**src/rtl/coinc_trigger.sv**
```systemverilog
module coinc_trigger #(
  parameter int DLY = 2,
  parameter int DSW = 8,
  parameter int GW  = 8
) (
  input  logic           clk,
  input  logic           rst_n,
  input  logic           scint_in,
  input  logic           aux_in,
  input  logic [1:0]     ext_in,
  input  logic [3:0]     src_en,
  input  logic [DSW-1:0] dscale_n,
  input  logic [GW-1:0]  gate_len,
  input  logic           host_clr,
  output logic           raw_trig,
  output logic           live_trig,
  output logic           busy,
  output logic           evt_req,
  output logic [3:0]     pattern,
  output logic [3:0]     coinc_reg
);

  logic [3:0] in_a, in_b, in_c, edg, src;
  logic [DSW-1:0] ds_cnt;
  logic [GW-1:0] gate_cnt;
  logic [DLY-1:0] raw_pipe;
  logic [3:0] dly_q [DLY];
  logic co_p, sing_p, ds_hit;

  always_ff @(posedge clk) begin
    if (!rst_n) begin
      in_a <= '0; in_b <= '0; in_c <= '0;
    end else begin
      in_a <= {ext_in, aux_in, scint_in};
      in_b <= in_a;
      in_c <= in_b;
    end
  end

  assign edg    = in_b & ~in_c;
  assign co_p   = (in_b[0] & in_b[1]) & ~(in_c[0] & in_c[1]);
  assign ds_hit = ({1'b0, ds_cnt} + 1'b1) >= {1'b0, dscale_n};
  assign sing_p = edg[0] && (dscale_n != '0) && ds_hit;
  assign src    = {edg[3], edg[2], co_p, sing_p};
  assign raw_trig  = |(src & src_en);
  assign live_trig = raw_trig & ~busy;

  always_ff @(posedge clk) begin
    if (!rst_n) ds_cnt <= '0;
    else if (edg[0] && dscale_n != '0) ds_cnt <= ds_hit ? '0 : ds_cnt + 1'b1;
  end

  always_ff @(posedge clk) begin
    if (!rst_n || host_clr) begin
      raw_pipe <= '0;
      busy     <= 1'b0;
      evt_req  <= 1'b0;
      pattern  <= '0;
    end else begin
      raw_pipe[0] <= raw_trig;
      for (int i = 1; i < DLY; i++) raw_pipe[i] <= raw_pipe[i-1];
      if (raw_pipe[DLY-1]) busy <= 1'b1;
      if (live_trig) begin
        evt_req <= 1'b1;
        pattern <= pattern | (src & src_en);
      end
    end
  end

  always_ff @(posedge clk) begin
    if (!rst_n) begin
      for (int i = 0; i < DLY; i++) dly_q[i] <= '0;
    end else begin
      dly_q[0] <= edg;
      for (int i = 1; i < DLY; i++) dly_q[i] <= dly_q[i-1];
    end
  end

  always_ff @(posedge clk) begin
    if (!rst_n || host_clr) begin
      gate_cnt  <= '0;
      coinc_reg <= '0;
    end else begin
      if (live_trig) gate_cnt <= gate_len;
      else if (gate_cnt != '0) gate_cnt <= gate_cnt - 1'b1;
      if (gate_cnt != '0) coinc_reg <= coinc_reg | dly_q[DLY-1];
    end
  end


  busy_hold_chk: assert property (@(posedge clk) disable iff (!rst_n)
    busy && !host_clr |=> busy);

  busy_after_req_chk: assert property (@(posedge clk) disable iff (!rst_n)
    $rose(busy) |-> evt_req);

  req_hold_chk: assert property (@(posedge clk) disable iff (!rst_n)
    evt_req && !host_clr |=> evt_req);

  busy_block_chk: assert property (@(posedge clk) disable iff (!rst_n)
    busy && !host_clr |=> $stable(pattern) && $stable(evt_req));

  pat_req_chk: assert property (@(posedge clk) disable iff (!rst_n)
    pattern != '0 |-> evt_req);

  clr_chk: assert property (@(posedge clk) disable iff (!rst_n)
    host_clr |=> !busy && !evt_req && pattern == '0 && coinc_reg == '0);

  coinc_gate_chk: assert property (@(posedge clk) disable iff (!rst_n)
    (coinc_reg & ~$past(coinc_reg)) != '0 |-> $past(gate_cnt != '0));

endmodule

```
**config.mk**
```make
export PLATFORM = sky130hd
export DESIGN_NAME = coinc_trigger
export DESIGN_NICKNAME = d
export VERILOG_FILES = /design/src/rtl/coinc_trigger.sv
export SDC_FILE = /design/constraint.sdc
export NUM_CORES = 1
export LEC_CHECK = 0
export ABC_AREA = 1
export ABC_CLOCK_PERIOD_IN_PS = 5800
export BUFFER_PORTS_ARGS = -buffer_cell sky130_fd_sc_hd__buf_2
export CORE_MARGIN = 2
export CORE_UTILIZATION = 58
export CTS_CLUSTER_DIAMETER = 60
export DETAILED_ROUTE_END_ITERATION = 8
export GPL_ROUTABILITY_DRIVEN = 0
export PLACE_DENSITY = 0.83
export SYNTH_ARGS = -nofsm -noshare
export SYNTH_HDL_FRONTEND = slang
export SYNTH_SLANG_ARGS = --single-unit
```
**constraint.sdc**
```tcl
create_clock -name clk -period 5.8 [get_ports clk]
set_clock_uncertainty 0.05 [all_clocks]
set_input_delay 1.16 -clock clk [delete_from_list [all_inputs] [get_ports clk]]
set_output_delay 1.16 -clock clk [all_outputs]
set_load 0.005 [all_outputs]
```
Word level (Yosys, flattened, before mapping)
Memories as Yosys holds them, arrays and structs flattened.
Cells that the tools add are included.
- bits in registers: 40
- bits in writable memories: 8
- bits of input ports: 27
- output and inout port bits: 12
- word-level logic and storage cells: 43
- memories: 1
- add/subtract/negate cells: 3
- order comparisons: 1
- muxes and demuxes: 7
- bitwise operators: 13
- reductions and logical operators: 8
- memories (name ; depth ; width ; read ports ; clocked after Yosys merged registers in ; write ports ; line ; text):
    dly_q ; 2 ; 4 ; 2 ; 0 ; 2 ; 27 ; logic [3:0] dly_q [DLY];
- operator list (cell ; count):
    $mux 8 ; 3
    $reduce_bool 8->1 ; 2
    $add 8x1->9 const B ; 1
    $ge 9x8->1 ; 1
    $add 8x1->8 const B ; 1
    $and 4x4->4 ; 2
    $mux 4 ; 2
    $or 4x4->4 ; 2
    $sub 8x1->8 const B ; 1
    $and 1x1->1 ; 4
    $not 4->4 ; 1
    $reduce_or 4->1 ; 1
    $logic_and 1x1->1 ; 2
    $mux 1 ; 2
    $not 1->1 ; 2
    $or 1x1->1 ; 2
    $reduce_bool 2->1 ; 1
    $logic_not 1->1 ; 1
    $logic_or 1x1->1 ; 1

Depth between registers and ports, before layout
- depth in word-level cells: 8
- mapped depth: 20
- mapped depth without buffers: 19

Worst setup path before layout
OpenSTA, ideal clock, no wires.
- kind: input-to-output
- start point: input port dscale_n[4]
- end point: output port live_trig
- data arrival time: 2200 ps
- required time: 4590 ps
- slack: 2390 ps
- stages: 14
- path buffers: 0
- cells stage by stage: inv_1 ha_1 nand2_1 inv_1 nand2_1 nand3_1 nand2_1 nand2_1 nand2_1 nand2_1 nand2_2 nand2_4 nand2_4 inv_2
- cells in the longest elaborated chain, start to end: 6
- elaborated cells between the ends (all ways): 7
- those cells by class: 1 x order compare; 2 x bitwise; 4 x reduce/logical
- ends and longest elaborated chain (element ; line ; text):
    from (decl) ; 12 ; input logic [DSW-1:0] dscale_n,
    parallel branches: the longest is 2 deep, another holds $ge 9x8->1 ; - ;
    $logic_and 1x1->1 (*) ; 43 ; assign sing_p = edg[0] && (dscale_n != '0) && ds_hit;
    $and 4x4->4 (*) ; 45 ; assign raw_trig = |(src & src_en);
    $reduce_or 4->1 (*) ; 45 ;
    via raw_trig ; 15 ; output logic raw_trig,
    $and 1x1->1 (*) ; 46 ; assign live_trig = raw_trig & ~busy;
    to (decl) ; 16 ; output logic live_trig,
Mark *: on every way through the listed nets, which the timed path passes.

Worst setup path after layout
- start point: register ds_cnt[0]
- end point: output port live_trig
- cells in the longest elaborated chain, start to end: 6
- ends and longest elaborated chain (element ; line ; text):
    from (decl) ; 24 ; logic [DSW-1:0] ds_cnt;
    from (signal assigned) ; 50 ; else if (edg[0] && dscale_n != '0) ds_cnt <= ds_hit ? '0 : ds_cnt + 1'b1;
    $add 8x1->9 ; 42 ; assign ds_hit = ({1'b0, ds_cnt} + 1'b1) >= {1'b0, dscale_n};
    $ge 9x8->1 ; 42 ;
    $logic_and 1x1->1 ; 43 ;
    $and 4x4->4 ; 45 ;
    $reduce_or 4->1 ; 45 ;
    $and 1x1->1 ; 46 ;
Every way passes these cells.

==> flow_summary_export.csv <==
group,metric,value,unit
status,status,"finished, final reports clean",
min_path,hp-class,"reg -> reg",
clock_network,clk-insertion-delay-late,360,ps
setup_path,cp_max_fo,11,
synthesis,yosys.area.top_type,"dfxtp_1",
floorplanning,core_area,3390,sq um
synthesis,synth_nets,310,
setup_path,cp-end-kind,"output pin",
place,io_buffers,38,
synthesis,ys_types,26,
drt,drt_iter0_drc,106,
synthesis,synthCells,273,
finish,fillers,279,
drt,avgRoutedWirePerCell,10.4,um
drt,num_vias,1705,
setup_path,crit_required,4590,ps
timing,hold_viol_final,0,
timing,slew_viol_final,0,
clock_network,post_cts_buffers,0,
timing,tightestPinTransition,478,ps
grt,grt_pass1_wl,6.60,mm
finish,layout-drive-gt1-share,18.5,%
power_and_ir_drop,vdd_drop_max,190,uV
floorplanning,start_util,61.4,%
setup_path,crit_chain,"ha_1, nand2_2, nor2_1, xor2_1, ha_1, nand2_1, inv_1, nand2_1, nand3_1, nand2_1, nand2_1, nand2_1, nand2_1, nand2_2, nand2_4, nand2_4, inv_2, buf_2",
floorplanning,dieArea,4080,sq um
drt,drc,0,
grt,grt_max_degree,19,
timing,relSlewSlack,68.1,%
finish,final_cells,360,
synthesis,synth_top_area_share,46.2,%
timing,max_freq,0.255,GHz
drt,first_pass_iters,4,
finish,mostFrequentLayoutCell,"nand2_1",
setup_path,crit_path_max_incr_delay,400,ps
clock_network,clock_sinks,48,
setup_path,crit_slowest_cell,"dfxtp_1",
grt,grt.overflow.total,0,
synthesis,seq_area_frac_synth,46.2,%
finish,nets,350,
finish,design_area,2360,sq um
power_and_ir_drop,powerDensity,311,nW/um^2
timing,worst_slack,1880,ps
grt,grt_pass1_vias,1572,
clock_network,cts.clk_slew.worst_paths,130,ps
synthesis,netlist_area,2080,sq um
drt,ant_nets,0,
setup_path,worstSetupPathType,"reg -> out",
place,place_hpwl,2.90,mm
setup_path,startpoint_type,"flip-flop",
place,post-place-cells,352,
drt,avgViaCountPerCell,4.74,
timing,fin_crit,3920,ps
synthesis,synth.area.top_cells,"dfxtp_1 46%, nand2_1 10%, inv_1 8.3%",
synthesis,synth.avg_cell_area,7.62,sq um
grt,antenna_found_initial,0,
floorplanning,die_w,63.9,um
clock_network,cts.path.max_buffers,2,
clock_network,h-tree-depth,2,
power_and_ir_drop,leakage,1.26,nW
place,dpl_worst_slack,1990,ps
timing,fin_setup_tns,0,ps
finish,top_regs,"dly_q x8, ds_cnt x8, gate_cnt x8",
drt,wirelength,3.73,mm
timing,finalCritPeriodShare,67.5,%
timing,grt_setup_unrepaired,"no",
finish,final_cell_mix,"57 x nand2_1, 48 x dfxtp_1, 46 x inv_1",
clock_network,cts_tree,"yes",
floorplanning,ios,39,
floorplanning,die_h,63.9,um
place,placed_area,2300,sq um
floorplanning,rows,21,
job,cap_violations,0,
setup_path,cp.arrival,2710,ps
clock_network,cts_resized,0,
timing,setup_viol,0,
clock_network,cts.hold.buffers_added,0,
synthesis,yosysWarnings,0,
grt,grt_usage,20.3,%
setup_path,crit_path_frequent_cell,"nand2_1",
clock_network,numCtsBuffers,5,
synthesis,synth-seq-cells,48,
finish,area_delta_synth_final,13.6,%
clock_network,ctsRootBufferMaster,"clkbuf_4",
finish,diodes,0,
-- where the power goes --
part / total (W) / switching (W) / internal, W / leakage (nW)
combinational: 0.000207 / 0.000125 / 0.0000816 / 0.842
clock: 0.000161 / 0.000102 / 0.0000595 / 0.0315
sequential: 0.000366 / 0.0000144 / 0.000351 / 0.390
-- final timing paths --
| path | from | endpoint | slack [ps] | depth (start not counted) |
|---|---|---|---|---|
| setup / recovery | ds_cnt[0]$_SDFFE_PN0P_ | live_trig | 1880 | 18 |
| hold / removal | in_c[2]$_SDFF_PN0_ | dly_q[0][2]$_SDFF_PN0_ | 370 | 1 |
| setup reg to reg | ds_cnt[0]$_SDFFE_PN0P_ | evt_req$_SDFFE_PP0P_ | 3260 | 19 |
| hold reg to reg | in_c[2]$_SDFF_PN0_ | dly_q[0][2]$_SDFF_PN0_ | 370 | 1 |
-- cell usage after synthesis --
master,instances
clkinv_2,1
ha_1,10
dfxtp_1,48
o21a_1,2
nor2_1,33
a21oi_1,24
inv_2,2
clkbuf_1,3
nand2_4,2
nand3b_1,1
nor2_2,1
nand4_1,1
a21oi_2,1
xor2_1,10
nand2_2,3
buf_6,1
buf_2,1
inv_1,46
nor3_1,2
or2_2,1
xnor2_1,2
nand3_1,14
o21ai_0,4
a31oi_1,1
nor3_2,2
nand2_1,57
-- final cells by class --
class	instances	area, sq um	area share (%)
clock buffer	7	55.1	2.33
clock inverter	1	7.51	0.318
inverter	49	185	7.84
multi-input combinational	171	906	38.3
sequential	48	961	40.7
tap	46	57.6	2.44
timing repair buffer	38	190	8.05
-- worst max-delay path, delay by kind of cell (launching register included) --
kind / cells / cell delay [ps]
xor gates and xnor gates: 1 / 230
adders and majority gates: 2 / 500
buffers and inverters: 3 / 290
DFF: 1 / 400
and+or+nand+nor: 12 / 940
-- per-layer routing --
metal	share of wire, %	track usage [%]
met1	50	27.0
met4	1.6	7.34
met2	43	32.0
met5	0	0
met3	5.2	4.75
-- kinds of logic (layout without fill, tap and decap cells) --
family                   Yosys count  count (layout)  share of synthesized area (%)
adder cells (fa/ha/maj)           10              10                           6.02
AND/OR/NAND/NOR                  117             117                           24.3
AO/OA/AOI/OAI                     32              32                           8.18
flip-flops                        48              48                           46.2
buffers and inverters             54              95                           10.2
XOR/XNOR                          12              12                           5.05
-- per-stage QoR --
step	util, %	power (W)	hold WS, ps
detailed placement	67.8	0.000576	352
floorplan	-	0.000535	332
CTS	69.7	0.000734	371
finish	69.7	0.000734	367
global placement	67.8	0.000569	340
global route	69.7	0.000776	384
Power figures use the tool's default switching activity.
